==> src/rtl/wrs_pkg.sv <==
package wrs_pkg;

    typedef enum logic [3:0] {
        ST_IDLE,
        ST_FLUSH,
        ST_HS_L2,
        ST_HS_FAB,
        ST_HS_TRC,
        ST_HS_MEM,
        ST_BOOT,
        ST_HOLD,
        ST_WAIT_RAM,
        ST_REL_L2,
        ST_REL_CPU,
        ST_COLD
    } wrs_state_e;

endpackage

==> src/rtl/wrs_cycle_counter.sv <==
// Counts consecutive cycles with run_i high; last_o marks the cycle in
// which the count of elapsed cycles reaches limit_i (limit 0 acts as 1).
module wrs_cycle_counter #(
    parameter int W = 32
) (
    input  logic         clk,
    input  logic         rst_n,
    input  logic         run_i,
    input  logic [W-1:0] limit_i,
    output logic         last_o
);

    localparam int CW = W + 1;

    logic [W-1:0] cnt_q;

    always_ff @(posedge clk or negedge rst_n) begin
        if (!rst_n) begin
            cnt_q <= '0;
        end else if (run_i) begin
            cnt_q <= cnt_q + W'(1);
        end else begin
            cnt_q <= '0;
        end
    end

    assign last_o = run_i && ((CW'(cnt_q) + CW'(1)) >= CW'(limit_i));

endmodule

==> src/rtl/wrs_cold_arbiter.sv <==
// Decides whether a cold request aborts the sequence now or waits for its end.
module wrs_cold_arbiter (
    input  logic clk,
    input  logic rst_n,
    input  logic cold_req_i,
    input  logic late_window_i,
    input  logic issue_i,
    output logic abort_now_o,
    output logic take_o
);

    logic pending_q;

    always_ff @(posedge clk or negedge rst_n) begin
        if (!rst_n) begin
            pending_q <= 1'b0;
        end else if (issue_i) begin
            pending_q <= 1'b0;
        end else if (cold_req_i && late_window_i) begin
            pending_q <= 1'b1;
        end
    end

    assign abort_now_o = cold_req_i && !late_window_i;
    assign take_o      = cold_req_i || pending_q;

endmodule

==> src/rtl/wdt_reset_seq.sv <==
module wdt_reset_seq
    import wrs_pkg::*;
#(
    parameter int FLUSH_W     = 32,
    parameter int HOLD_CYCLES = 16,
    parameter int NUM_CORES   = 4
) (
    input  logic                 clk,
    input  logic                 rst_n,
    input  logic                 wdt_timeout_i,
    input  logic                 cold_req_i,
    input  logic                 en_flush_i,
    input  logic                 en_l2_i,
    input  logic                 en_fabric_i,
    input  logic                 en_trace_i,
    input  logic                 en_memdrain_i,
    input  logic [FLUSH_W-1:0]   flush_limit_i,
    input  logic                 flush_ack_i,
    input  logic                 l2_ack_i,
    input  logic                 fabric_ack_i,
    input  logic                 trace_ack_i,
    input  logic                 memdrain_ack_i,
    input  logic                 boot_ack_i,
    input  logic                 ram_done_i,
    input  logic                 status_clr_i,
    output logic                 flush_req_o,
    output logic                 l2_req_o,
    output logic                 fabric_req_o,
    output logic                 trace_req_o,
    output logic                 memdrain_req_o,
    output logic                 boot_req_o,
    output logic                 wdt_rst_o,
    output logic                 mod_rst_o,
    output logic                 l2scu_rst_o,
    output logic [NUM_CORES-1:0] core_rst_o,
    output logic                 cold_rst_o,
    output logic                 seq_done_o,
    output logic                 flush_to_o
);

    localparam int HOLD_W = $clog2(HOLD_CYCLES + 1);

    wrs_state_e state_q, state_d;

    logic flush_last;
    logic hold_last;
    logic flush_expired;
    logic late_window;
    logic cold_abort;
    logic cold_take;

    // ---------------- helpers ----------------
    wrs_cycle_counter #(.W(FLUSH_W)) flush_cnt_i (
        .clk     (clk),
        .rst_n   (rst_n),
        .run_i   (state_q == ST_FLUSH && en_flush_i),
        .limit_i (flush_limit_i),
        .last_o  (flush_last)
    );

    wrs_cycle_counter #(.W(HOLD_W)) hold_cnt_i (
        .clk     (clk),
        .rst_n   (rst_n),
        .run_i   (state_q == ST_HOLD),
        .limit_i (HOLD_W'(HOLD_CYCLES)),
        .last_o  (hold_last)
    );

    assign late_window = (state_q == ST_HOLD)     || (state_q == ST_WAIT_RAM) ||
                         (state_q == ST_REL_L2)   || (state_q == ST_REL_CPU);

    wrs_cold_arbiter cold_arb_i (
        .clk           (clk),
        .rst_n         (rst_n),
        .cold_req_i    (cold_req_i),
        .late_window_i (late_window),
        .issue_i       (state_q == ST_COLD),
        .abort_now_o   (cold_abort),
        .take_o        (cold_take)
    );

    assign flush_expired = (state_q == ST_FLUSH) && en_flush_i && !flush_ack_i &&
                           flush_last && !cold_abort;

    // ---------------- sticky flush-timeout flag ----------------
    always_ff @(posedge clk or negedge rst_n) begin
        if (!rst_n) begin
            flush_to_o <= 1'b0;
        end else if (flush_expired) begin
            flush_to_o <= 1'b1;
        end else if (status_clr_i) begin
            flush_to_o <= 1'b0;
        end
    end

    // ---------------- state register ----------------
    always_ff @(posedge clk or negedge rst_n) begin
        if (!rst_n) begin
            state_q <= ST_IDLE;
        end else begin
            state_q <= state_d;
        end
    end

    // ---------------- next state ----------------
    always_comb begin
        state_d = state_q;
        unique case (state_q)
            ST_IDLE: begin
                if (cold_abort) begin
                    state_d = ST_COLD;
                end else if (wdt_timeout_i) begin
                    state_d = ST_FLUSH;
                end
            end
            ST_FLUSH: begin
                if (cold_abort) begin
                    state_d = ST_COLD;
                end else if (!en_flush_i || flush_ack_i || flush_last) begin
                    state_d = ST_HS_L2;
                end
            end
            ST_HS_L2: begin
                if (cold_abort) begin
                    state_d = ST_COLD;
                end else if (!en_l2_i || l2_ack_i) begin
                    state_d = ST_HS_FAB;
                end
            end
            ST_HS_FAB: begin
                if (cold_abort) begin
                    state_d = ST_COLD;
                end else if (!en_fabric_i || fabric_ack_i) begin
                    state_d = ST_HS_TRC;
                end
            end
            ST_HS_TRC: begin
                if (cold_abort) begin
                    state_d = ST_COLD;
                end else if (!en_trace_i || trace_ack_i) begin
                    state_d = ST_HS_MEM;
                end
            end
            ST_HS_MEM: begin
                if (cold_abort) begin
                    state_d = ST_COLD;
                end else if (!en_memdrain_i || memdrain_ack_i) begin
                    state_d = ST_BOOT;
                end
            end
            ST_BOOT: begin
                if (cold_abort) begin
                    state_d = ST_COLD;
                end else if (boot_ack_i) begin
                    state_d = ST_HOLD;
                end
            end
            ST_HOLD: begin
                if (hold_last) begin
                    state_d = ST_WAIT_RAM;
                end
            end
            ST_WAIT_RAM: begin
                if (ram_done_i) begin
                    state_d = ST_REL_L2;
                end
            end
            ST_REL_L2:  state_d = ST_REL_CPU;
            ST_REL_CPU: state_d = cold_take ? ST_COLD : ST_IDLE;
            ST_COLD:    state_d = ST_IDLE;
            default:    state_d = ST_IDLE;
        endcase
    end

    // ---------------- outputs ----------------
    always_comb begin
        flush_req_o    = 1'b0;
        l2_req_o       = 1'b0;
        fabric_req_o   = 1'b0;
        trace_req_o    = 1'b0;
        memdrain_req_o = 1'b0;
        boot_req_o     = 1'b0;
        wdt_rst_o      = 1'b0;
        mod_rst_o      = 1'b0;
        l2scu_rst_o    = 1'b0;
        core_rst_o     = '0;
        cold_rst_o     = 1'b0;
        seq_done_o     = 1'b0;
        unique case (state_q)
            ST_FLUSH:   flush_req_o    = en_flush_i;
            ST_HS_L2:   l2_req_o       = en_l2_i;
            ST_HS_FAB:  fabric_req_o   = en_fabric_i;
            ST_HS_TRC:  trace_req_o    = en_trace_i;
            ST_HS_MEM:  memdrain_req_o = en_memdrain_i;
            ST_BOOT:    boot_req_o     = 1'b1;
            ST_HOLD: begin
                wdt_rst_o   = 1'b1;
                mod_rst_o   = 1'b1;
                l2scu_rst_o = 1'b1;
                core_rst_o  = '1;
            end
            ST_WAIT_RAM: begin
                l2scu_rst_o = 1'b1;
                core_rst_o  = '1;
            end
            ST_REL_L2:  core_rst_o = '1;
            ST_REL_CPU: seq_done_o = 1'b1;
            ST_COLD:    cold_rst_o = 1'b1;
            default: ;
        endcase
    end

endmodule

==> config.mk <==
export PLATFORM = sky130hd
export DESIGN_NAME = wdt_reset_seq
export DESIGN_NICKNAME = d
export VERILOG_FILES = /design/src/rtl/wrs_pkg.sv /design/src/rtl/wrs_cycle_counter.sv /design/src/rtl/wrs_cold_arbiter.sv /design/src/rtl/wdt_reset_seq.sv
export SDC_FILE = /design/constraint.sdc
export NUM_CORES = 1
export LEC_CHECK = 0
export BUFFER_PORTS_ARGS = -buffer_cell sky130_fd_sc_hd__buf_2
export CORE_MARGIN = 2
export CORE_UTILIZATION = 39
export CTS_CLUSTER_SIZE = 20
export DETAILED_ROUTE_END_ITERATION = 10
export GPL_TIMING_DRIVEN = 0
export SKIP_LAST_GASP = 1
export SYNTH_ARGS = -nofsm -noshare
export SYNTH_HDL_FRONTEND = slang
export SYNTH_HIERARCHICAL = 1
export SYNTH_SLANG_ARGS = --single-unit
==> constraint.sdc <==
create_clock -name clk -period 3.3 [get_ports clk]
set_clock_uncertainty 0.05 [all_clocks]
set_input_delay 0.33 -clock clk [delete_from_list [all_inputs] [get_ports clk]]
set_output_delay 0.33 -clock clk [all_outputs]
set_load 0.1 [all_outputs]
* Word-level counts from Yosys, hierarchy flattened
Cells that the tools add are included.
** Cells by class
- Add/subtract/negate cells :: 4
- $mul :: 0
- Div/mod/pow operators :: 0
- $lt $le $gt $ge :: 2
- Equal/unequal tests :: 20
- Shift operators :: 0
- Muxes and demuxes :: 35
- Bitwise gates (word level) :: 0
- Reductions and logical operators :: 32
** Operator list (number)
- $mux 4 :: 18
- $pmux 4 s11 :: 1
- $add 32x1->33 const B :: 1
- $ge 33x32->1 :: 1
- $add 32x1->32 const B :: 1
- $mux 32 :: 1
- $ne 3x3->1 const B :: 6
- $eq 4x3->1 const B :: 4
- $eq 4x4->1 const B :: 4
- $mux 1 :: 14
- $logic_or 1x1->1 :: 10
- $reduce_and 9->1 :: 1
- $eq 4x2->1 const B :: 2
- $logic_and 1x1->1 :: 8
- $logic_not 1->1 :: 8
- $add 5x1->6 const B :: 1
- $ge 6x5->1 const B :: 1
- $add 5x1->5 const B :: 1
- $mux 5 :: 1
- $eq 4x1->1 const B :: 1
- $logic_not 4->1 :: 1
- $ne 2x2->1 const B :: 2
- $reduce_bool 2->1 :: 2
- $ne 3x2->1 const B :: 1
- other kinds (2) :: 2
** Word-level totals
- Bits in registers :: 43
- Bits in latches :: 0
- Memory bits (writable) :: 0
- Bits in read-only memories :: 0
- Bits of input ports :: 49
- Output and inout bits :: 16
- Word-level logic and storage cells :: 98
- Memories :: 0

* Depth between registers and ports, before layout
Gate-level depths: netlist of the first run.
- Depth after elaboration :: 9
- Depth in mapped cells :: 15
- Gate-level depth less buffers :: 15

* Modules after synthesis
Netlist of the first run, hierarchy kept.
** Modules (own cells, without submodules)
- wrs_cycle_counter (flush_cnt_i) :: instances 1, cells an instance 274, area an instance 2457.4 um^2, sequential area each 800.8 um^2
- wdt_reset_seq :: instances 1, cells an instance 77, area an instance 601.8 um^2, sequential area each 125.1 um^2
- wrs_cycle_counter (hold_cnt_i) :: instances 1, cells an instance 33, area an instance 342.8 um^2, sequential area each 125.1 um^2
- wrs_cold_arbiter :: instances 1, cells an instance 5, area an instance 48.8 um^2, sequential area each 25.0 um^2

* Worst setup path after synthesis of the first run
OpenSTA, ideal clock, no wires.
- Path type :: register to register
- Start :: register state_q[2]
- End :: register state_q[0]
- Setup time :: 0.125 ns
- Data arrival time :: 4.345 ns
- Required time :: 3.125 ns
- Slack :: -1.221 ns
- Stages on the path, launching flop included :: 10
- Path buffers :: 1
- Clock period less this slack :: 4.521 ns
- Path through :: dfrtp_1 > clkbuf_1 > nor3_1 > inv_1 > nor3_1 > a31o_2 > or4b_4 > a31oi_4 > nor2_2 > mux2_4
** Between the ends
- Elaborated cells between the ends (all ways) :: 38
- Classes of those cells :: eq/ne: 19; mux: 8; reduce/logical: 11
** RTL lines
- start, declared :: RTL line wdt_reset_seq.sv:43 : wrs_state_e state_q, state_d;
- start signal, assigned :: RTL line wdt_reset_seq.sv:101 : state_q <= state_d;
- $eq 4x1->1 :: RTL line wdt_reset_seq.sv:56 : .run_i (state_q == ST_FLUSH && en_flush_i),
- $logic_and 1x1->1 :: RTL line wdt_reset_seq.sv:56
- $logic_and 1x1->1 :: RTL line wrs_cycle_counter.sv:27 : assign last_o = run_i && ((CW'(cnt_q) + CW'(1)) >= CW'(limit_i));
- net flush_last :: RTL line wdt_reset_seq.sv:45 : logic flush_last;
- $logic_or 1x1->1 :: RTL line wdt_reset_seq.sv:119 : end else if (!en_flush_i || flush_ack_i || flush_last) begin
- $ne 3x2->1 (no line)
- $reduce_and 9->1 (no line)
The timed path passes the listed nets, and every way through them passes these cells.
A chain may end at the register's enable or synchronous reset.

* Worst setup path after layout of the first run
- Start :: register flush_cnt_i.cnt_q[11]
- End :: register state_q[0]
** Between the ends
- Longest elaborated chain between the ends :: 6
** Ends and longest elaborated chain
- start, declared :: RTL line wrs_cycle_counter.sv:15 : logic [W-1:0] cnt_q;
- start signal, assigned :: RTL line wrs_cycle_counter.sv:21 : cnt_q <= cnt_q + W'(1);
- $add 32x1->33 :: RTL line wrs_cycle_counter.sv:27
- $ge 33x32->1 :: RTL line wrs_cycle_counter.sv:27
- $logic_and 1x1->1 :: RTL line wrs_cycle_counter.sv:27
- net flush_last :: RTL line wdt_reset_seq.sv:45
- $logic_or 1x1->1 :: RTL line wdt_reset_seq.sv:119
- $ne 3x2->1 (no line)
- $reduce_and 9->1 (no line)
The timed path passes the listed nets, and every way through them passes these cells.

==> results of run 1 <==
[cell usage in the layout, fill, tap and decap left out, drive strengths merged, types with 3 or more instances in the layout]
cell type / instances
o21ai: 14
nand2: 22
xnor2: 30
a21oi: 14
or2: 3
nor4: 6
nand4: 21
nand4b: 3
and3: 10
inv: 44
buf: 99
conb: 5
ha: 39
nor2: 16
nand2b: 4
nor2b: 4
xor2: 3
nor3: 8
and2: 37
clkbuf: 14
nand3: 21
dfrtp: 43
[logic make-up after synthesis]
group,synth area share [%]
and+or+nand+nor,28.2
buffers and inverters,6.89
AOI/OAI and AO/OA,10.1
DFF,31.2
adders and majority gates,14.1
xor gates and xnor gates,8.38
other,0.218
muxes,0.870
[path summary, 6_finish.rpt]
check                                            startpoint                               end
max                         flush_cnt_i/cnt_q[11]$_DFF_PN0_            state_q[0]$_DFFE_PN0P_
min                                                   rst_n   flush_cnt_i/cnt_q[18]$_DFF_PN0_
max reg2reg                 flush_cnt_i/cnt_q[11]$_DFF_PN0_            state_q[0]$_DFFE_PN0P_
min reg2reg                cold_arb_i/pending_q$_DFFE_PN0P_  cold_arb_i/pending_q$_DFFE_PN0P_
max in group asynchronous                             rst_n    flush_cnt_i/cnt_q[8]$_DFF_PN0_
min in group clk                               status_clr_i            flush_to_o$_DFFE_PN0P_
[metrics by stage]
stage	TNS, ns	std cells	power [µW]
after global routing	-2.15	599	2090
after floorplan	-0.357	392	1410
after detailed placement	-3.05	564	1590
after CTS	-1.11	591	1980
final	-1.50	599	1980
after global placement	-3.32	564	1590
[flip-flops by register name (all words and copies together), names as in the netlist]
name and cells:
flush_to_o 1, flush_cnt_i/cnt_q 32, cold_arb_i/pending_q 1, hold_cnt_i/cnt_q 5, state_q 4
[worst max-delay path, stage by stage, from the launching register on]
cell and delay (ns):
dfrtp_1 0.41, nand4_4 0.16, buf_4 0.18, nor2_2 0.26, nand4_1 0.23, xnor2_2 0.21, ha_2 0.34, a21oi_2 0.13
nand3_1 0.10, o21ai_1 0.12, o221ai_1 0.11, a31o_2 0.25, or4b_4 0.50, a31oi_4 0.24, nor2_4 0.06, mux2_4 0.29
[layout make-up]
type / count / area share [%]
multi-input combinational: 291 / 52.8
tap: 108 / 3.06
clock buffer: 8 / 2.27
sequential: 43 / 24.4
buffer: 14 / 1.79
inverter: 44 / 3.75
timing repair buffer: 91 / 11.9
[per-layer routing]
layer  share of wire [%]  global-route usage [%]  up-vias
met3                 5.8                    2.86        4
met1                  47                    22.4     1422
li1                    -                       -     1550
met4                0.81                    3.10        0
met5                   0                       0        -
met2                  47                    27.6       84
[what timing repair did]
item / CTS / global route
buffers inserted: 19 / 8
resized for setup: 25 / 9
setup endpoints to repair: 4 / 4
pin swaps: 29 / 9
[power groups by stage]
stage          Sequential [µW]  Combinational [µW]  Clock, µW
6_report                   603                1000        374
3_3_place_gp               613                 979          0
2_1_floorplan              599                 813          0
3_5_place_dp               612                 981          0
4_1_cts                    602                 994        384
5_1_grt                    611                1080        404
==> flow_summary.yaml, run 1 <==
placed_design:
  dpl_cell_area_um2: 3960
  place.gp.congestion: 0.823
  dp_hpwl_um: 5810
  io_buffers: 64
  post-place-ws_ns: -0.862
routing:
  dr_total_vias: 3060
  dr.pass1.iters: 4
  wl_per_cell_um: 13.1
  drt_iter0_drc: 128
  ant_nets: 0
  wl_um: 7880
  drc: 0
  via_per_inst: 5.11
power:
  intPower_uw: 1050
  pwr-share-comb_pct: 50.7
  swShare_pct: 46.9
  seqPwrFrac_pct: 30.4
  ir_drop_mv: 0.439
  leakagePower_uw: 0.00234
  power_switching_uw: 927
  clkPwrFrac_pct: 18.9
  powerDensity_nw_per_um2: 449
final_layout:
  post-route-cell-area_um2: 4410
  antenna_cells: 0
  nFillCells: 818
  drive_gt1_share_pct: 31.0
  multiInputGateArea_um2: 2330
  syn2layout_area_growth_pct: 27.8
  fin_nets: 578
  postLayoutCoreUtil_pct: 51.1
  final-seq-area_um2: 1080
synthesis:
  ys_seq_area_share_pct: 31.2
  yosys-top-cells-count: "43 x dfrtp_1, 43 x inv_1, 39 x ha_1"
  ys_types: 56
  synthArstFlopShare_pct: 100
  ys_seq_elements: 43
  synth-warning-count: 6
  syn_inst: 389
  yosys.area.top_type: "dfrtp_1"
  netlist_area_um2: 3450
  synth_top_area_share_pct: 31.2
  synthTopCellsByArea: "dfrtp_1 31%, ha_1 14%, xnor2_1 7.6%"
  syn_area_per_cell_um2: 8.87
  ys.flop_type: "dfrtp_1"
  synth_edf_count: 0
setup_path:
  worst-r2r-setup-slack_ns: -0.44
  crit_fanout: 6
  crit_type: "reg2reg"
  cp_data_arrival_time_ns: 3.88
  ff2ff_path_depth: 15
  start_kind: "register"
  critPathRequiredTime_ns: 3.44
  cp-end-kind: "register"
sta:
  max_clock_freq_ghz: 0.267
  slew_viol_final: 0
  layout_min_cycle_time_ns: 3.74
  hold_slack_ns: 0.142
  max-slew-margin-rel_pct: 33.7
  min_period_over_period_pct: 113
  rsz0062_at_grt: "true"
  setup_slack_ns: -0.441
  setup-violations-final: 4
  worst_pin_slew_ns: 0.995
  finalHoldViolCount: 0
grt:
  grt_util_all_layers_pct: 16.4
  grt_pass1_wl_um: 13300
  antenna_found_initial: 0
  grt-ovfl-total: 0
  grt_max_degree: 44
  grt_pass1_vias: 2971
outcome:
  failed_checks: "negative setup slack"
  status: "finished, violations left"
clocking:
  hold_buffers: 0
  cts_tree: "done"
  htreeDepth: 2
  clk_latency_ns: 0.30
  numCtsBuffers: 5
  clockRootBuffer: "clkbuf_8"
  cts.sinks: 43
  cts.clk_slew.worst_paths_ns: 0.09
  clockBufferDepth: 2
die:
  initial_core_util_pct: 40.0
  die_y_um: 98.1
  dieArea_um2: 9620
  coreArea_um2: 8640
  num_rows: 34
  io-pin-count: 65
  die_w_um: 98.1
run:
  cap_violations: 0
hold_path:
  hp-class: "in2async"
Note: power is estimated with default switching activity, not from simulation.
==> run 2, diff against run 1 <==
--- a/config.mk
+++ b/config.mk
@@ -5,6 +5,7 @@
 export SDC_FILE = /design/constraint.sdc
 export NUM_CORES = 1
 export LEC_CHECK = 0
+export ABC_AREA = 1
 export BUFFER_PORTS_ARGS = -buffer_cell sky130_fd_sc_hd__buf_2
 export CORE_MARGIN = 2
 export CORE_UTILIZATION = 39
==> flow_summary.yaml, run 2 <==
sta:
  layout_min_cycle_time_ns: 3.35
  slew_viol_final: 0
  max-slew-margin-rel_pct: 33.8
  rsz0062_at_grt: "true"
  min_period_over_period_pct: 101
  max_clock_freq_ghz: 0.299
  finalHoldViolCount: 0
  worst_pin_slew_ns: 0.993
  setup-violations-final: 4
  setup_slack_ns: -0.0471
die:
  dieArea_um2: 11200
  io-pin-count: 65
  initial_core_util_pct: 39.7
  die_y_um: 106
  die_w_um: 106
  num_rows: 37
  coreArea_um2: 10200
routing:
  wl_per_cell_um: 11.3
  drt_iter0_drc: 98
  wl_um: 9320
  via_per_inst: 4.57
  dr_total_vias: 3778
  ant_nets: 0
  dr.pass1.iters: 5
  drc: 0
clocking:
  cts.sinks: 43
  numCtsBuffers: 5
  clockBufferDepth: 2
  cts_tree: "done"
  clockRootBuffer: "clkbuf_8"
  clk_latency_ns: 0.30
  htreeDepth: 2
  cts.clk_slew.worst_paths_ns: 0.09
power:
  total_power_uw: 2330
  powerDensity_nw_per_um2: 476
  ir_drop_mv: 0.865
  leakagePower_uw: 0.00287
hold_path:
  hp-class: "in2async"
synthesis:
  ys_seq_elements: 43
  ys_seq_area_share_pct: 26.6
  netlist_area_um2: 4040
  syn_inst: 603
  synth_edf_count: 0
  ys.flop_type: "dfrtp_1"
  synth_top_area_share_pct: 26.6
  synthArstFlopShare_pct: 100
  synth.most_common_cell: "nand2_1"
  yosys.area.top_type: "dfrtp_1"
  ys_types: 36
  syn_area_per_cell_um2: 6.70
  synth-warning-count: 6
  yosys-top-cells-count: "145 x nand2_1, 119 x inv_1, 98 x nor2_1"
  synthTopCellsByArea: "dfrtp_1 27%, nand2_1 13%, ha_1 12%"
outcome:
  status: "finished, violations left"
  failed_checks: "negative setup slack"
final_layout:
  syn2layout_area_growth_pct: 21.3
  final_cell_mix: "140 x nand2_1, 118 x inv_1, 91 x nor2_1"
  postLayoutCoreUtil_pct: 48.1
  nFillCells: 1077
  multiInputGateArea_um2: 2580
  fin_nets: 778
  final-seq-area_um2: 1080
  drive_gt1_share_pct: 24.6
  reg_top3: "flush_cnt_i/cnt_q: 32 flops, hold_cnt_i/cnt_q: 5 flops, state_q: 4 flops"
  post-route-cell-area_um2: 4900
  largest_reg_flops: 32
  final_common_cell: "nand2_1"
  top_register: "flush_cnt_i/cnt_q"
  antenna_cells: 0
setup_path:
  start_kind: "register"
  cp_data_arrival_time_ns: 3.53
  cp-end-kind: "register"
  crit_fanout: 5
  r2r_start: "flush_cnt_i/cnt_q[0]$_DFF_PN0_"
  r2r_end: "state_q[3]$_DFFE_PN0P_"
  critPathRequiredTime_ns: 3.48
  critPathSlowestCell: "dfrtp_1"
  slowest_delay_ns: 0.38
  worst-r2r-setup-slack_ns: -0.05
  path_common_cell: "nand2_1"
  crit_type: "reg2reg"
  ff2ff_path_depth: 26
grt:
  grt_util_all_layers_pct: 17.6
  grt_max_degree: 44
  grt-ovfl-total: 0
  grt_pass1_wl_um: 16200
  grt_pass1_vias: 3782
  antenna_found_initial: 0
run:
  cap_violations: 0
placed_design:
  place.gp.congestion: 0.931
  io_buffers: 64
  dp_hpwl_um: 7470
  dpl_cell_area_um2: 4550
## run 2: cell count changes after synthesis, moves of 8 or more
cell,delta
nand2_1,+123
nand4_1,-9
and2_1,-32
and3_1,-8
xor2_1,+9
inv_1,+76
o21ai_0,-8
xnor2_1,-28
nor2_1,+85
## run 2: worst max-delay path, delay by kind of cell (launching register included)
| kind | cells | cell delay (ns) |
|---|---|---|
| adder cells (fa/ha/maj) | 2 | 0.48 |
| flip-flops | 1 | 0.38 |
| buffers and inverters | 5 | 0.50 |
| AO/OA/AOI/OAI | 1 | 0.17 |
| AND/OR/NAND/NOR | 17 | 1.50 |
| XOR/XNOR | 1 | 0.20 |
## run 2: area by class of cell
class	count	share of cell area, %
sequential	43	21.9
tap	136	3.47
multi-input combinational	428	52.6
buffer	7	0.868
inverter	128	9.80
timing repair buffer	77	8.52
clock inverter	3	1.38
clock buffer	5	1.40
## run 2: metrics by stage
stage	TNS [ns]	cells	hold slack [ns]	setup slack, ns
after floorplan	0	606	-0.0156	0.107
after global placement	-1.10	806	0.428	-0.297
after detailed placement	-1.19	806	0.427	-0.326
after CTS	-0.469	823	0.146	-0.145
after global routing	-1.46	827	0.152	-0.376
final	-0.177	827	0.139	-0.0471
## run 2: worst max-delay path by stage
stage               slack (ns)                     end  cells after the start                           start
global route             -0.38  state_q[1]$_DFFE_PN0P_                     26  flush_cnt_i/cnt_q[0]$_DFF_PN0_
global placement         -0.30  state_q[2]$_DFFE_PN0P_                     27  flush_cnt_i/cnt_q[0]$_DFF_PN0_
CTS                      -0.15  state_q[1]$_DFFE_PN0P_                     27  flush_cnt_i/cnt_q[0]$_DFF_PN0_
finish                   -0.05  state_q[3]$_DFFE_PN0P_                     26  flush_cnt_i/cnt_q[0]$_DFF_PN0_
detailed placement       -0.33  state_q[2]$_DFFE_PN0P_                     27  flush_cnt_i/cnt_q[0]$_DFF_PN0_
floorplan                 0.11  state_q[0]$_DFFE_PN0P_                     11          state_q[3]$_DFFE_PN0P_
## run 2: power breakdown
group	total [µW]	leakage, µW	switching [µW]	internal [µW]
clock	498	0.0000644	196	302
combinational	1220	0.00221	927	295
sequential	614	0.000591	49.4	565
## run 2: logic make-up after synthesis
logic type                 share of synthesized area (%)
and+or+nand+nor                                     38.8
other                                              0.186
xor gates and xnor gates                            5.05
DFF                                                 26.6
adders and majority gates                           12.1
AOI/OAI and AO/OA                                   4.30
buffers and inverters                               12.9
## run 2: routing by layer
layer / track usage (%) / vias up / routed length (µm)
met5: 0 / - / 0
met4: 4.70 / 0 / 183
met1: 21.9 / 1685 / 4280
met2: 31.8 / 86 / 4430
li1: - / 1993 / -
met3: 2.66 / 14 / 421
## run 2: repair_timing
item                                    in CTS  in global routing
gates cloned                                 0                  0
setup buffers                                9                  4
pin swaps                                    9                 11
endpoints found under the setup margin       4                  5
hold buffers                                 0                  0
resized for setup                           11                 16
==> run 3, diff against run 2 <==
--- a/config.mk
+++ b/config.mk
@@ -11,7 +11,6 @@
 export CORE_UTILIZATION = 39
 export CTS_CLUSTER_SIZE = 20
 export DETAILED_ROUTE_END_ITERATION = 10
-export GPL_TIMING_DRIVEN = 0
 export SKIP_LAST_GASP = 1
 export SYNTH_ARGS = -nofsm -noshare
 export SYNTH_HDL_FRONTEND = slang
==> flow_summary.yaml, run 3 (synthesized netlist as in run 2, its figures left out) <==
outcome:
  status: "finished, violations left"
  failed_checks: "negative setup slack"
grt:
  antenna_found_initial: 0
  grt_util_all_layers_pct: 18.4
  grt_pass1_vias: 3839
  grt_max_degree: 44
  grt_pass1_wl_um: 16900
  grt-ovfl-total: 0
setup_path:
  critPathRequiredTime_ns: 3.45
  cp_data_arrival_time_ns: 3.46
  worst-r2r-setup-slack_ns: -0.0003
  crit_type: "reg2reg"
  crit_fanout: 5
  cp-end-kind: "register"
  r2r_start: "flush_cnt_i/cnt_q[0]$_DFF_PN0_"
  ff2ff_path_depth: 27
  start_kind: "register"
  r2r_end: "state_q[2]$_DFFE_PN0P_"
sta:
  finalHoldViolCount: 0
  worst_pin_slew_ns: 1.01
  setup-violations-final: 1
  hold_slack_ns: 0.121
  min_period_over_period_pct: 100
  max_clock_freq_ghz: 0.303
  max-slew-margin-rel_pct: 32.9
  setup_slack_ns: -0.000343
  layout_min_cycle_time_ns: 3.30
  rsz0062_at_grt: "true"
  slew_viol_final: 0
die:
  dieArea_um2: 11200
  io-pin-count: 65
  die_y_um: 106
  die_w_um: 106
  num_rows: 37
  coreArea_um2: 10200
  initial_core_util_pct: 39.7
power:
  ir_drop_mv: 1.41
  leakagePower_uw: 0.00289
  powerDensity_nw_per_um2: 443
routing:
  ant_nets: 0
  drt_iter0_drc: 106
  drc: 0
  dr_total_vias: 3837
  wl_per_cell_um: 11.5
  wl_um: 9590
  via_per_inst: 4.59
  dr.pass1.iters: 4
hold_path:
  hp-class: "in2async"
placed_design:
  dp_hpwl_um: 7740
  place.gp.congestion: 0.902
  dp_cells: 821
  io_buffers: 64
final_layout:
  drive_gt1_share_pct: 25.1
  final-seq-area_um2: 1080
  multiInputGateArea_um2: 2540
  syn2layout_area_growth_pct: 21.2
  final_common_cell: "nand2_1"
  final_cell_mix: "142 x nand2_1, 119 x inv_1, 93 x nor2_1"
  top_register: "flush_cnt_i/cnt_q"
  largest_reg_flops: 32
  nFillCells: 1083
  fin_nets: 787
  antenna_cells: 0
  fin_cells: 836
  reg_top3: "flush_cnt_i/cnt_q: 32 flops, hold_cnt_i/cnt_q: 5 flops, state_q: 4 flops"
clocking:
  numCtsBuffers: 5
  htreeDepth: 2
  cts_tree: "done"
  clockBufferDepth: 2
  cts.sinks: 43
  cts.clk_slew.worst_paths_ns: 0.10
  clk_latency_ns: 0.31
  clockRootBuffer: "clkbuf_8"
run:
  cap_violations: 0
run 3: worst max-delay path by stage:
stage | from | to | cells after the start
6_report | flush_cnt_i/cnt_q[0]$_DFF_PN0_ | state_q[2]$_DFFE_PN0P_ | 27
5_1_grt | flush_cnt_i/cnt_q[0]$_DFF_PN0_ | state_q[1]$_DFFE_PN0P_ | 27
4_1_cts | flush_cnt_i/cnt_q[0]$_DFF_PN0_ | state_q[0]$_DFFE_PN0P_ | 27
3_5_place_dp | flush_cnt_i/cnt_q[0]$_DFF_PN0_ | state_q[0]$_DFFE_PN0P_ | 26
3_3_place_gp | flush_cnt_i/cnt_q[0]$_DFF_PN0_ | state_q[2]$_DFFE_PN0P_ | 26
2_1_floorplan | state_q[3]$_DFFE_PN0P_ | state_q[0]$_DFFE_PN0P_ | 11
run 3: per-stage QoR:
| step | setup TNS, ns | setup slack (ns) | instance area [µm²] | util (%) | total power (µW) |
|---|---|---|---|---|---|
| 2_1_floorplan | 0 | 0.107 | 4060 | - | 1600 |
| 3_3_place_gp | 0 | 0.0138 | 4680 | 45.9 | 1790 |
| 3_5_place_dp | -0.399 | -0.122 | 4680 | 45.9 | 1800 |
| 4_1_cts | -0.0521 | -0.0184 | 4820 | 47.3 | 2180 |
| 5_1_grt | -1.13 | -0.315 | 4900 | 48.1 | 2310 |
| 6_report | -0.000343 | -0.000343 | 4900 | 48.1 | 2170 |
run 3: final cells by class:
type	instances	share of cell area (%)
repair buffers	93	11.0
well taps	136	3.47
flip-flops and latches	43	22.0
clock buffers	5	1.40
multi-input cells	428	51.8
clock inverters	3	0.536
inverters	128	9.81
run 3: timing repair:
| item | 4_1_cts | 5_1_grt |
|---|---|---|
| setup buffers | 3 | 4 |
| pin swaps | 4 | 4 |
| hold buffers | 0 | 0 |
| gates resized for setup | 7 | 12 |
| endpoints found under the setup margin | 4 | 5 |
run 3: worst max-delay path, cell delays in order, from the launching register on:
cell,delay (ns)
dfrtp_1,0.40
ha_2,0.20
nand2_2,0.07
nor2_4,0.14
nand2_4,0.11
nor2_4,0.13
nand3_2,0.09
nor2_2,0.12
xor2_1,0.21
inv_1,0.10
ha_4,0.29
nand2_4,0.05
nor2_4,0.10
nand2_1,0.06
nor2_1,0.09
nand3_1,0.09
nand3_1,0.09
nor2_1,0.05
a21oi_2,0.14
inv_1,0.05
nand2_1,0.05
nor2_1,0.04
nand2_1,0.06
nand3_2,0.08
nor2_4,0.16
nand2_2,0.08
nand2_1,0.06
nand2_1,0.05
run 3: layer usage:
layer | wire (µm) | vias to the layer above | GRT usage (%)
li1 | - | 2004 | -
met1 | 4510 | 1751 | 23.6
met5 | 0 | - | 0
met4 | 41 | 0 | 2.26
met2 | 4630 | 77 | 33.4
met3 | 410 | 5 | 2.84
run 3: power by group:
part           switching, µW  internal, µW
registers               49.6           565
clock network            220           158
logic                    915           264
